<file path="config.mk">
export PLATFORM = sky130hd
export DESIGN_NAME = sar_conv_ctrl
export DESIGN_NICKNAME = d
export VERILOG_FILES = /design/src/rtl/sar_conv_pkg.sv /design/src/rtl/sar_step_seq.sv /design/src/rtl/sar_trial_reg.sv /design/src/rtl/sar_result_bank.sv /design/src/rtl/sar_conv_ctrl.sv
export SDC_FILE = /design/constraint.sdc
export NUM_CORES = 1
export LEC_CHECK = 0
export BUFFER_PORTS_ARGS = -buffer_cell sky130_fd_sc_hd__buf_2
export CAP_MARGIN = 20
export CORE_MARGIN = 2
export CORE_UTILIZATION = 45
export DETAILED_ROUTE_END_ITERATION = 8
export PLACE_DENSITY_LB_ADDON = 0.3
export SETUP_SLACK_MARGIN = 0.4
export SYNTH_ARGS = -nofsm -noshare
export SYNTH_HDL_FRONTEND = slang
export SYNTH_HIERARCHICAL = 1
export SYNTH_SLANG_ARGS = --single-unit
export TNS_END_PERCENT = 50
</file>
<file path="constraint.sdc">
create_clock -name clk -period 3.65 [get_ports clk]
set_input_delay 0.73 -clock clk [delete_from_list [all_inputs] [get_ports clk]]
set_output_delay 0.73 -clock clk [all_outputs]
set_load 0.05 [all_outputs]
</file>
<file path="src/rtl/sar_conv_pkg.sv">
// Package: shared types of the successive approximation controller.
// Assumes: nothing beyond IEEE 1800-2017.
package sar_conv_pkg;

    // Search length selected at acceptance.
    typedef enum logic {
        MODE_FULL  = 1'b0,
        MODE_SHORT = 1'b1
    } sar_mode_e;

endpackage

</file>
<file path="src/rtl/sar_step_seq.sv">
// Module: sar_step_seq
// Sequences one conversion. It accepts a trigger only while idle, latches the
// mode and channel, walks the trial bit index downward one bit per clock, and
// flags the last bit of the active mode. It raises done for one cycle after
// the last bit is resolved.
// Assumes: STOP_SHORT < WIDTH; the trial register and the result bank are
// driven from load_o/step_o/last_o in the same cycle.
module sar_step_seq
    import sar_conv_pkg::*;
#(
    parameter int WIDTH      = 10,
    parameter int STOP_SHORT = 2,
    parameter int CH_W       = 3,
    localparam int IDX_W     = $clog2(WIDTH)
) (
    input  logic             clk,
    input  logic             rst_n,
    input  logic             start_i,
    input  sar_mode_e        mode_i,
    input  logic [CH_W-1:0]  chan_i,
    output logic             load_o,
    output logic             step_o,
    output logic             last_o,
    output logic [IDX_W-1:0] bit_o,
    output sar_mode_e        mode_o,
    output logic [CH_W-1:0]  chan_o,
    output logic             busy_o,
    output logic             done_o
);

    localparam logic [IDX_W-1:0] TOP_IDX   = IDX_W'(WIDTH - 1);
    localparam logic [IDX_W-1:0] SHORT_IDX = IDX_W'(STOP_SHORT);

    logic             busy_q;
    logic             done_q;
    logic [IDX_W-1:0] bit_q;
    sar_mode_e        mode_q;
    logic [CH_W-1:0]  chan_q;
    logic [IDX_W-1:0] stop_idx;

    // Purpose: pick the lowest trial bit of the latched mode.
    always_comb begin
        stop_idx = (mode_q == MODE_SHORT) ? SHORT_IDX : '0;
    end

    // Purpose: decode acceptance, stepping and the last step.
    always_comb begin
        load_o = start_i && !busy_q;
        step_o = busy_q;
        last_o = busy_q && (bit_q == stop_idx);
    end

    // Purpose: busy state, trial index and done pulse.
    always_ff @(posedge clk) begin
        if (!rst_n) begin
            busy_q <= 1'b0;
            done_q <= 1'b0;
            bit_q  <= '0;
        end else begin
            done_q <= last_o;
            if (load_o) begin
                busy_q <= 1'b1;
                bit_q  <= TOP_IDX;
            end else if (last_o) begin
                busy_q <= 1'b0;
            end else if (busy_q) begin
                bit_q  <= bit_q - 1'b1;
            end
        end
    end

    // Purpose: latch mode and channel at acceptance only.
    always_ff @(posedge clk) begin
        if (!rst_n) begin
            mode_q <= MODE_FULL;
            chan_q <= '0;
        end else if (load_o) begin
            mode_q <= mode_i;
            chan_q <= chan_i;
        end
    end

    assign bit_o  = bit_q;
    assign mode_o = mode_q;
    assign chan_o = chan_q;
    assign busy_o = busy_q;
    assign done_o = done_q;

    // done lasts one cycle.
    a_r6_done_single: assert property (@(posedge clk) disable iff (!rst_n)
        done_q |=> !done_q);
    // the last step ends busy and raises done.
    a_r6_busy_drops: assert property (@(posedge clk) disable iff (!rst_n)
        last_o |=> (!busy_q && done_q));
    // channel and mode hold while a run continues.
    a_r7_hold_latched: assert property (@(posedge clk) disable iff (!rst_n)
        (busy_q && !last_o) |=> (chan_q == $past(chan_q) && mode_q == $past(mode_q) && busy_q));

endmodule

</file>
<file path="src/rtl/sar_trial_reg.sv">
// Module: sar_trial_reg
// Holds the successive approximation word. On load it sets only the top bit.
// On each step it writes the comparator into the trial bit and, unless this
// is the last step, sets the next lower bit. It presents the resolved word as
// the result, with the low bits forced to zero in short mode.
// Assumes: bit_i > 0 whenever step_i is high and last_i is low.
module sar_trial_reg
    import sar_conv_pkg::*;
#(
    parameter int WIDTH      = 10,
    parameter int STOP_SHORT = 2,
    localparam int IDX_W     = $clog2(WIDTH)
) (
    input  logic             clk,
    input  logic             rst_n,
    input  logic             load_i,
    input  logic             step_i,
    input  logic             last_i,
    input  logic [IDX_W-1:0] bit_i,
    input  sar_mode_e        mode_i,
    input  logic             comp_i,
    output logic [WIDTH-1:0] code_o,
    output logic [WIDTH-1:0] result_o
);

    localparam logic [WIDTH-1:0] INIT_WORD = WIDTH'(1) << (WIDTH - 1);
    localparam logic [WIDTH-1:0] LOW_MASK  = (WIDTH'(1) << STOP_SHORT) - WIDTH'(1);

    logic [WIDTH-1:0] sar_q;
    logic [WIDTH-1:0] sar_d;

    // Purpose: next trial word from load, comparison and next trial bit.
    always_comb begin
        sar_d = sar_q;
        if (load_i) begin
            sar_d = INIT_WORD;
        end else if (step_i) begin
            sar_d[bit_i] = comp_i;
            if (!last_i) begin
                sar_d[bit_i - 1'b1] = 1'b1;
            end
        end
    end

    // Purpose: resolved word for the result bank, masked in short mode.
    always_comb begin
        result_o = (mode_i == MODE_SHORT) ? (sar_d & ~LOW_MASK) : sar_d;
    end

    // Purpose: trial word register.
    always_ff @(posedge clk) begin
        if (!rst_n) begin
            sar_q <= '0;
        end else begin
            sar_q <= sar_d;
        end
    end

    assign code_o = sar_q;

    // an accepted trigger starts from the top bit alone.
    a_r1_init_word: assert property (@(posedge clk) disable iff (!rst_n)
        load_i |=> (code_o == INIT_WORD));
    // bits below the current trial bit are still zero.
    a_r2_low_clear: assert property (@(posedge clk) disable iff (!rst_n)
        step_i |-> ((sar_q & ((WIDTH'(1) << bit_i) - WIDTH'(1))) == '0));
    // the trial bit is set while it waits for its comparison.
    a_r2_trial_set: assert property (@(posedge clk) disable iff (!rst_n)
        step_i |-> sar_q[bit_i]);

endmodule

</file>
<file path="src/rtl/sar_result_bank.sv">
// Module: sar_result_bank
// One result register per channel. A write lands only in the addressed
// register. The read port is a combinational multiplexer.
// Assumes: at most one write per cycle.
module sar_result_bank
    import sar_conv_pkg::*;
#(
    parameter int WIDTH      = 10,
    parameter int NUM_CH     = 8,
    parameter int STOP_SHORT = 2,
    localparam int CH_W      = $clog2(NUM_CH)
) (
    input  logic             clk,
    input  logic             rst_n,
    input  logic             wr_en_i,
    input  logic [CH_W-1:0]  wr_chan_i,
    input  logic [WIDTH-1:0] wr_data_i,
    input  sar_mode_e        wr_mode_i,
    input  logic [CH_W-1:0]  rd_chan_i,
    output logic [WIDTH-1:0] rd_data_o
);

    logic [WIDTH-1:0]  res_q [NUM_CH];
    logic [NUM_CH-1:0] we;

    for (genvar ch = 0; ch < NUM_CH; ch++) begin : g_chan
        // Purpose: write enable of this channel.
        assign we[ch] = wr_en_i && (wr_chan_i == CH_W'(ch));

        // Purpose: result register of this channel.
        always_ff @(posedge clk) begin
            if (!rst_n) begin
                res_q[ch] <= '0;
            end else if (we[ch]) begin
                res_q[ch] <= wr_data_i;
            end
        end
    end

    // Purpose: read multiplexer.
    always_comb begin
        rd_data_o = res_q[rd_chan_i];
    end

    // no more than one register written per edge.
    a_r5_one_target: assert property (@(posedge clk) disable iff (!rst_n)
        $onehot0(we));
    // short-mode results arrive with zero low bits.
    a_r4_low_zero: assert property (@(posedge clk) disable iff (!rst_n)
        (wr_en_i && wr_mode_i == MODE_SHORT) |-> (wr_data_i[STOP_SHORT-1:0] == '0));

endmodule

</file>
<file path="src/rtl/sar_conv_ctrl.sv">
// Module: sar_conv_ctrl (top)
// Successive approximation conversion controller: the step sequencer, the
// trial register and the per-channel result bank.
// Assumes: the comparator output is valid one clock after dac_code_o changes.
module sar_conv_ctrl
    import sar_conv_pkg::*;
#(
    parameter int WIDTH      = 10,
    parameter int NUM_CH     = 8,
    parameter int STOP_SHORT = 2,
    localparam int CH_W      = $clog2(NUM_CH),
    localparam int IDX_W     = $clog2(WIDTH)
) (
    input  logic             clk,
    input  logic             rst_n,
    input  logic             start_i,
    input  logic             short_mode_i,
    input  logic [CH_W-1:0]  chan_i,
    input  logic             comp_i,
    output logic [WIDTH-1:0] dac_code_o,
    output logic             busy_o,
    output logic             done_o,
    input  logic [CH_W-1:0]  rd_chan_i,
    output logic [WIDTH-1:0] rd_data_o
);

    logic             load;
    logic             step;
    logic             last;
    logic [IDX_W-1:0] bit_idx;
    sar_mode_e        mode_run;
    logic [CH_W-1:0]  chan_run;
    logic [WIDTH-1:0] result;

    sar_step_seq #(
        .WIDTH      (WIDTH),
        .STOP_SHORT (STOP_SHORT),
        .CH_W       (CH_W)
    ) u_seq (
        .clk     (clk),
        .rst_n   (rst_n),
        .start_i (start_i),
        .mode_i  (sar_mode_e'(short_mode_i)),
        .chan_i  (chan_i),
        .load_o  (load),
        .step_o  (step),
        .last_o  (last),
        .bit_o   (bit_idx),
        .mode_o  (mode_run),
        .chan_o  (chan_run),
        .busy_o  (busy_o),
        .done_o  (done_o)
    );

    sar_trial_reg #(
        .WIDTH      (WIDTH),
        .STOP_SHORT (STOP_SHORT)
    ) u_trial (
        .clk      (clk),
        .rst_n    (rst_n),
        .load_i   (load),
        .step_i   (step),
        .last_i   (last),
        .bit_i    (bit_idx),
        .mode_i   (mode_run),
        .comp_i   (comp_i),
        .code_o   (dac_code_o),
        .result_o (result)
    );

    sar_result_bank #(
        .WIDTH      (WIDTH),
        .NUM_CH     (NUM_CH),
        .STOP_SHORT (STOP_SHORT)
    ) u_bank (
        .clk       (clk),
        .rst_n     (rst_n),
        .wr_en_i   (last),
        .wr_chan_i (chan_run),
        .wr_data_i (result),
        .wr_mode_i (mode_run),
        .rd_chan_i (rd_chan_i),
        .rd_data_o (rd_data_o)
    );

endmodule

</file>
==> results of run 1 <==
## logic make-up (layout without fill, tap and decap cells)
kind of cell / after synthesis / count (layout) / share of synthesized area [%]
simple gates: 135 / 135 / 15.8
flops: 100 / 100 / 57.6
compound gates: 59 / 59 / 7.61
buf+inv: 52 / 75 / 5.43
mux: 30 / 30 / 13.1
fa+ha+maj: 1 / 1 / 0.257
xor+xnor: 1 / 1 / 0.180
## worst max-delay path, delay by kind of cell
family | cells | cell delay (ns)
muxes | 2 | 0.96
buffers and inverters | 2 | 0.67
## synthesized netlist by cell type (2+ instances only)
library cell	instances	share of area, %
nand2_1	16	1.2
dfxtp_1	20	8.2
o21ai_0	14	1.4
nand2b_1	6	0.77
nor3b_2	3	0.77
o21ai_1	6	0.62
a21boi_0	4	0.62
a22oi_1	6	0.93
buf_2	3	0.31
edfxtp_1	80	49
nor3_1	80	8.2
or2_2	2	0.26
clkbuf_1	19	1.5
a32oi_1	2	0.36
buf_4	9	1.4
nor2b_1	2	0.26
buf_6	3	0.69
nand3_1	4	0.41
inv_1	6	0.46
nor2_1	3	0.23
mux4_1	20	11
nand3b_1	3	0.46
and2_1	2	0.26
nor4b_1	2	0.36
and3b_1	4	0.72
mux2_2	10	2.3
and4bb_1	2	0.51
o21ai_2	3	0.54
clkinv_1	10	0.77
a21oi_1	17	1.7
## sequential cells by signal, summed over array words and instances, names as in the netlist
signal / cells
u_bank/res_q: 80
u_trial/code_o: 10
u_seq/bit_o: 4
u_seq/chan_o: 3
u_seq/busy_o: 1
u_seq/done_o: 1
u_seq/mode_o: 1
## power by group through the flow
stage | logic [µW] | clock network (µW) | registers [µW]
floorplan | 259 | 0 | 1340
global placement | 340 | 0 | 1340
detailed placement | 343 | 0 | 1340
CTS | 345 | 641 | 1320
global route | 371 | 684 | 1320
finish | 343 | 628 | 1320
## final timing paths
path	slack [ns]	depth (start not counted)	from	to
max	0.55	4	rd_chan_i[0]	rd_data_o[6]
min	0.50	2	u_trial/code_o[2]	u_trial/code_o[2]
max reg2reg	1.08	8	u_seq/bit_o[1]	u_bank/res_q[5][1]
min reg2reg	0.50	2	u_trial/code_o[2]	u_trial/code_o[2]
## final cells by class
| type | count | area, µm² |
|---|---|---|
| clock inverter | 5 | 36.3 |
| fill | 900 | 5170 |
| tap | 136 | 170 |
| inverter | 16 | 60.1 |
| multi-input combinational | 226 | 1800 |
| timing repair buffer | 43 | 243 |
| clock buffer | 11 | 131 |
| sequential | 100 | 2800 |
## metrics by stage
stage                     total power (µW)  utilization (%)  area, µm²  hold WS (ns)  std cells
after floorplan                       1600                -       4870         0.473        378
after global placement                1680             48.7       5070         0.474        521
after detailed placement              1680             48.7       5070         0.486        521
after CTS                             2300             50.3       5240         0.499        537
after global routing                  2380             50.3       5240         0.524        537
final                                 2290             50.3       5240         0.495        537
## layer usage
metal  up-vias  routed length (µm)
met2       109                5210
met4         0                 222
met1      1551                4520
met3        16                 611
li1       1493                   -
met5         -                   0
==> results by group, run 1 <==
Timing
  – Worst slew margin: 31.7%
  – Worst slew pin tran: 1.02 ns
  – Fin. max-slew vios: 0
  – RSZ-0062 raised after global routing: no
  – Final WS setup: 0.547 ns
  – Peak Freq: 0.322 GHz
  – Setup TNS: 0 ns
  – Final hold vios: 0
  – Final setup viols: 0
  – Skew final: ~0.010 ns
  – Tcrit/Tclk final: 85.0%
  – Minimum clock period: between 3 and 4 ns

Clock network
  – Num CTS Buffers: 9
  – Post-CTS sizing: 0
  – Clock net sink count: 100
  – Number of H-tree levels: 3
  – Setup bufs post-CTS: 0
  – Clk buf depth: 2
  – Root Buffer: clkbuf_8
  – Clock Latency Late Sink: 0.37 ns
  – CTS tree: done
  – CTS Hold Bufs: 0
  – Worst-path clk slew: 0.09 ns

Critical path
  – Setup crit end kind: output pin
  – Critical Path Max Stage Delay: 0.68 ns
  – Crit path kind: in2out
  – CP max FO: 20
  – Worst EP required: 2.92 ns
  – CP max-delay cell: mux4_1
  – Most frequent CP cell: buf_2
  – CP cell instances: buf_2 > mux4_1 > mux2_2 > buf_2
  – WP data arrival: around 2.4 ns
  – Setup crit start kind: primary input

Yosys
  – Async set-reset flop share out of synthesis: 0%
  – Mapped Cells: 378
  – Synth Area per Inst: 12.9 µm²
  – Synth warnings: 6
  – Sequential-to-total area share from yosys stat: 57.6%
  – Main synth FF type: edfxtp_1
  – Synthesized flop and latch total: 100
  – EDFF count, synth: 80
  – Mapped Area: 4870 µm²
  – Synth Net Count: 390
  – Netlist cell types: 47

Placement
  – Routability Congestion: 0.804
  – Worst slack, placed: 0.547 ns
  – Dpl hpwl: around 7000 µm
  – I/O Buffers: 32

Floorplan
  – Io pins: 33
  – Site row count: 37
  – Die X: 108 µm
  – Core Region: 10400 µm²
  – Die area: 11700 µm²
  – Initial Util: 46.7%
  – Die Y: 108 µm

Final layout
  – Area Growth Syn to Fin: 7.74%
  – Commonest non-fill, non-tap cells in the layout: nor3_1 (80), edfxtp_1 (80), buf_2 (32)
  – Layout cells sized above 1: 20.4%
  – Nets: 408
  – Inserted Diodes: 0

Routing
  – DR DRC count: 0
  – Drt pass-1 iters: 5
  – Final ANT Viol Nets: 0
  – Via count: 3169
  – Total wire length: approximately 11000 µm
  – WL per Instance: 19.7 µm
  – Via/cell ratio: 5.90
  – 1st-iter DRT viols: 204

GRT
  – First-pass GRT wire length: roughly 17000 µm
  – Routing usage on met2: 32.0%
  – GRT met1 Usage: 26.3%
  – Gr busiest metal: met2
  – Initial antenna violation count: 0
  – Grt total ovfl: 0
  – Largest net degree at the start of global routing: 41
  – GRT Resource Usage Total: between 15 and 20%
  – Vias in the first global route: between 3k and 4k
  – Grt met3 use: about 3.2%

Power
  – Logic gate share of total power: 15.0%
  – Internal power: around 1600 µW
  – Pwr Density: 436 nW/µm²
  – Net Sw Frac: around 28%
  – Leak: 0.00181 µW
  – P_sw: 648 µW
  – Clock Power Share: 27.5%
  – Sequential group share of total power: a little under three fifths
  – Worst IR Drop VDD: roughly 260 µV

Outcome
  – Status: finished, final reports clean

Run
  – Max Cap Viol: 0

Min path
  – Hold Path Class: reg2reg
(Power assumes the default switching activity.)
==> inputs of run 2 (changes only) <==
==> constraint.sdc (replaced) <==
create_clock -name clk -period 3.65 [get_ports clk]
set_input_delay 0.365 -clock clk [delete_from_list [all_inputs] [get_ports clk]]
set_output_delay 0.365 -clock clk [all_outputs]
set_load 0.05 [all_outputs]
==> results by group, run 2 (synthesized netlist as in run 1, its figures left out) <==
Final layout
  – Top reg by flops: u_bank/res_q
  – Nets: between 400 and 500
  – Finished Layout Cells: 536
  – # fillers: approximately 920
  – Max reg flops: 80
  – Multi-input logic area: 1800 µm²
  – Storage element area: 2800 µm²
  – Inserted Diodes: 0
  – Fin util: about half
  – Layout cells sized above 1: 20.5%
  – Commonest non-fill, non-tap cells in the layout: nor3_1 (80), edfxtp_1 (80), buf_2 (32)
  – Area Growth Syn to Fin: 7.87%

Floorplan
  – Io pins: 33
  – Die area: 11700 µm²
  – Die Y: 108 µm
  – Initial Util: 46.7%
  – Die X: 108 µm
  – Core Region: around 10000 µm²
  – Site row count: 37

Timing
  – Setup TNS: 0 ns
  – RSZ-0062 raised after global routing: no
  – Skew final: 0.0103 ns
  – Fin. max-slew vios: 0
  – Worst slew pin tran: approximately 1.1 ns
  – Worst slew margin: 29.0%
  – Tcrit/Tclk final: 74.3%
  – Final hold vios: 0
  – Minimum clock period: 2.71 ns
  – Final setup viols: 0
  – Peak Freq: 0.369 GHz

Placement
  – Placed insts: 520
  – I/O Buffers: 32
  – Dpl hpwl: 6650 µm
  – Routability Congestion: 0.916

GRT
  – GRT Resource Usage Total: 19.6%
  – GRT met1 Usage: 26.2%
  – Vias in the first global route: 3169
  – Routing usage on met2: between 30% and 40%
  – Grt total ovfl: 0
  – First-pass GRT wire length: 16900 µm
  – Initial antenna violation count: 0
  – Grt met3 use: 4.10%
  – Gr busiest metal: met2
  – Largest net degree at the start of global routing: slightly above 40

Routing
  – 1st-iter DRT viols: 150
  – Via/cell ratio: 5.91
  – Total wire length: approximately 11000 µm
  – Via count: between 3k and 4k
  – WL per Instance: 20.0 µm
  – Drt pass-1 iters: 5
  – Final ANT Viol Nets: 0
  – DR DRC count: 0

Power
  – Pwr Density: approximately 440 nW/µm²
  – Worst IR Drop VDD: ~210 µV
  – Leak: about 0.0018 µW

Clock network
  – Number of H-tree levels: 3
  – Worst-path clk slew: 0.09 ns
  – Clk buf depth: 2
  – Clock net sink count: 100
  – Setup bufs post-CTS: 0
  – CTS tree: done
  – CTS Hold Bufs: 0
  – Clock Latency Late Sink: 0.38 ns
  – Post-CTS sizing: 0
  – Num CTS Buffers: 9
  – Root Buffer: clkbuf_8

Outcome
  – Status: finished, final reports clean

Critical path
  – Worst EP required: 3.74 ns
  – CP max FO: 16
  – WP data arrival: roughly 2.8 ns
  – Setup crit start kind: flop
  – Setup crit end kind: flop
  – Crit path kind: reg2reg

Run
  – Max Cap Viol: 0

Min path
  – Hold Path Class: in2reg
[run 2: changes by cell type in the layout (fill, tap and decap cells not counted), sizes merged]
cell	change
clkinvlp	-2
buf	-1
clkbuf	-2
inv	+3
clkinv	+1
[run 2: layer usage]
layer	share of wire [%]	up-vias
met1	43	1539
li1	-	1497
met4	1.2	0
met5	0	-
met2	50	119
met3	6.5	12
[run 2: area by class of cell]
type,instances,share of cell area (%)
clock inverter,7,1.10
inverter,16,1.14
sequential,100,53.4
timing repair buffer,42,4.48
multi-input combinational,226,34.3
tap,136,3.24
clock buffer,9,2.36
[run 2: per-stage QoR]
stage / area, µm² / setup WS (ns) / total power (µW) / hold WS (ns)
floorplan: 4870 / 0.998 / 1600 / 0.473
detailed placement: 5070 / 0.973 / 1690 / 0.478
global placement: 5070 / 1.06 / 1680 / 0.475
finish: 5250 / 0.938 / 2320 / 0.240
global route: 5250 / 0.718 / 2400 / 0.234
CTS: 5250 / 0.961 / 2340 / 0.224
[run 2: power breakdown]
group	switching, µW	internal [µW]	leakage (µW)	total [µW]
Combinational	235	112	0.000739	347
Clock	405	259	0.0000902	663
Sequential	39.0	1280	0.000991	1310
[run 2: worst paths after layout]
kind                                         from                 end  slack [ns]  cells past startpoint
worst min-delay path                 short_mode_i        u_seq/mode_o        0.24                      3
worst max register to register     u_seq/bit_o[0]  u_bank/res_q[6][3]        0.94                      7
worst max-delay path               u_seq/bit_o[0]  u_bank/res_q[6][3]        0.94                      7
worst min register to register  u_trial/code_o[2]   u_trial/code_o[2]        0.49                      2
[run 2: critical path: stages, from the launching register on]
cell and delay [ns]:
dfxtp_1 0.47, or3_4 0.47, nor3_2 0.55, and4bb_1 0.33, a32oi_1 0.23, a21oi_1 0.12, clkinv_1 0.18, nor3_1 0.08
==> inputs of run 3 (changes only) <==
==> constraint.sdc (replaced) <==
create_clock -name clk -period 2.8 [get_ports clk]
set_input_delay 0.28 -clock clk [delete_from_list [all_inputs] [get_ports clk]]
set_output_delay 0.28 -clock clk [all_outputs]
set_load 0.05 [all_outputs]
==> results by group, run 3 (synthesized netlist as in run 1, its figures left out) <==
Placement
  – I/O Buffers: 32
  – Worst slack, placed: about 0.45 ns
  – Dpl hpwl: between 7000 and 8000 µm
  – Area after DPL: 5140 µm²
  – Routability Congestion: ~0.87

Timing
  – Setup TNS: 0 ns
  – Final setup viols: 0
  – Fin. max-slew vios: 0
  – Skew final: approximately 0.012 ns
  – Final WS setup: 0.527 ns
  – Tcrit/Tclk final: 81.2%
  – RSZ-0062 raised after global routing: no
  – Peak Freq: 0.440 GHz
  – Minimum clock period: 2.27 ns
  – Worst slew pin tran: 0.572 ns
  – Final hold vios: 0
  – Worst slew margin: 61.9%

Critical path
  – Crit path kind: reg2reg
  – Worst EP required: roughly 2.9 ns
  – CP max FO: 13
  – Setup crit start kind: flop
  – WP data arrival: approximately 2.4 ns
  – Setup crit end kind: flop

Floorplan
  – Core Region: 10400 µm²
  – Io pins: 33
  – Site row count: 37
  – Die Y: roughly 110 µm
  – Die X: 108 µm
  – Die area: 11700 µm²
  – Initial Util: a little under half

GRT
  – Largest net degree at the start of global routing: 41
  – First-pass GRT wire length: 18100 µm
  – Vias in the first global route: ~3.3k
  – Initial antenna violation count: 0
  – GRT Resource Usage Total: roughly a fifth
  – Grt total ovfl: 0

Min path
  – Hold Path Class: in2reg

Clock network
  – Worst-path clk slew: 0.09 ns
  – Clock net sink count: 100
  – Clk buf depth: 2
  – Number of H-tree levels: 3
  – Root Buffer: clkbuf_8
  – Num CTS Buffers: 9
  – CTS tree: done
  – Clock Latency Late Sink: 0.37 ns

Final layout
  – Area Growth Syn to Fin: 9.21%
  – Fin util: 51.0%
  – # fillers: ~930
  – Top reg by flops: u_bank/res_q
  – Inserted Diodes: 0
  – Nets: 417
  – Finished Cell Area: 5310 µm²
  – Commonest non-fill, non-tap cells in the layout: nor3_1 (80), edfxtp_1 (80), buf_2 (32)
  – Max reg flops: 80
  – Layout cells sized above 1: 23.4%

Routing
  – Drt pass-1 iters: 4
  – Metal3 WL: 501 µm
  – WL met1: 4960 µm
  – DR WL met2: ~5800 µm
  – Final ANT Viol Nets: 0
  – WL per Instance: 20.9 µm
  – Via count: 3168
  – DR DRC count: 0
  – Via/cell ratio: 5.80
  – 1st-iter DRT viols: roughly 240
  – Highest metal used: met4
  – Total wire length: between 10000 and 15000 µm

Power
  – Leak: 0.00186 µW
  – Power Total: 3000 µW
  – Worst IR Drop VDD: a little under 300 µV
  – Pwr Density: 564 nW/µm²

Run
  – Max Cap Viol: 0

Outcome
  – Status: finished, final reports clean
run 3: changes by cell type in the layout (fill, tap and decap cells not counted), sizes merged:
cell      before  now
clkinvlp       1    2
inv           10    9
clkinv        12    9
clkbuf         9   12
buf           42   52
run 3: repair_timing:
action,4_1_cts,5_1_grt
buffers inserted,0,0
endpoints found under the setup margin,0,54
hold endpoints to repair,0,0
hold buffers,0,0
gates resized for setup,0,6
run 3: metal layers:
| layer | GRT usage (%) | up-vias |
|---|---|---|
| met5 | 0 | - |
| li1 | - | 1509 |
| met1 | 27.6 | 1550 |
| met2 | 36.6 | 94 |
| met3 | 3.01 | 15 |
| met4 | 6.32 | 0 |
run 3: layout make-up:
type | count | area (µm²) | area share [%]
Sequential cell | 100 | 2810 | 52.8
Clock inverter | 4 | 28.8 | 0.542
Multi-Input combinational cell | 226 | 1800 | 34.0
Timing Repair Buffer | 52 | 310 | 5.84
Tap cell | 136 | 170 | 3.20
Clock buffer | 12 | 135 | 2.54
Inverter | 16 | 60.1 | 1.13
run 3: final timing paths:
path | startpoint | endpoint | slack, ns | depth (start not counted)
setup / recovery | u_seq/bit_o[3] | u_bank/res_q[2][3] | 0.53 | 7
hold / removal | short_mode_i | u_seq/mode_o | 0.17 | 3
setup reg to reg | u_seq/bit_o[3] | u_bank/res_q[2][3] | 0.53 | 7
hold reg to reg | u_trial/code_o[3] | u_trial/code_o[3] | 0.49 | 2
run 3: through the flow:
stage / hold slack, ns / cells
3_5_place_dp: 0.478 / 530
2_1_floorplan: 0.389 / 378
5_1_grt: 0.171 / 546
4_1_cts: 0.156 / 546
6_report: 0.165 / 546
3_3_place_gp: 0.475 / 530
run 3: report_power, final:
part           leakage (µW)  switching (µW)  internal [µW]
combinational      0.000789             329            160
sequential         0.000991            34.6           1660
clock             0.0000766             487            325
total               0.00186             850           2150
run 3: worst max-delay path: stages, from the launching register on:
cell and delay (ns):
dfxtp_2 0.39, or3_4 0.40, nor3_2 0.20, and4bb_1 0.28, a32oi_1 0.33, a21oi_1 0.14, clkinv_1 0.19, nor3_1 0.09
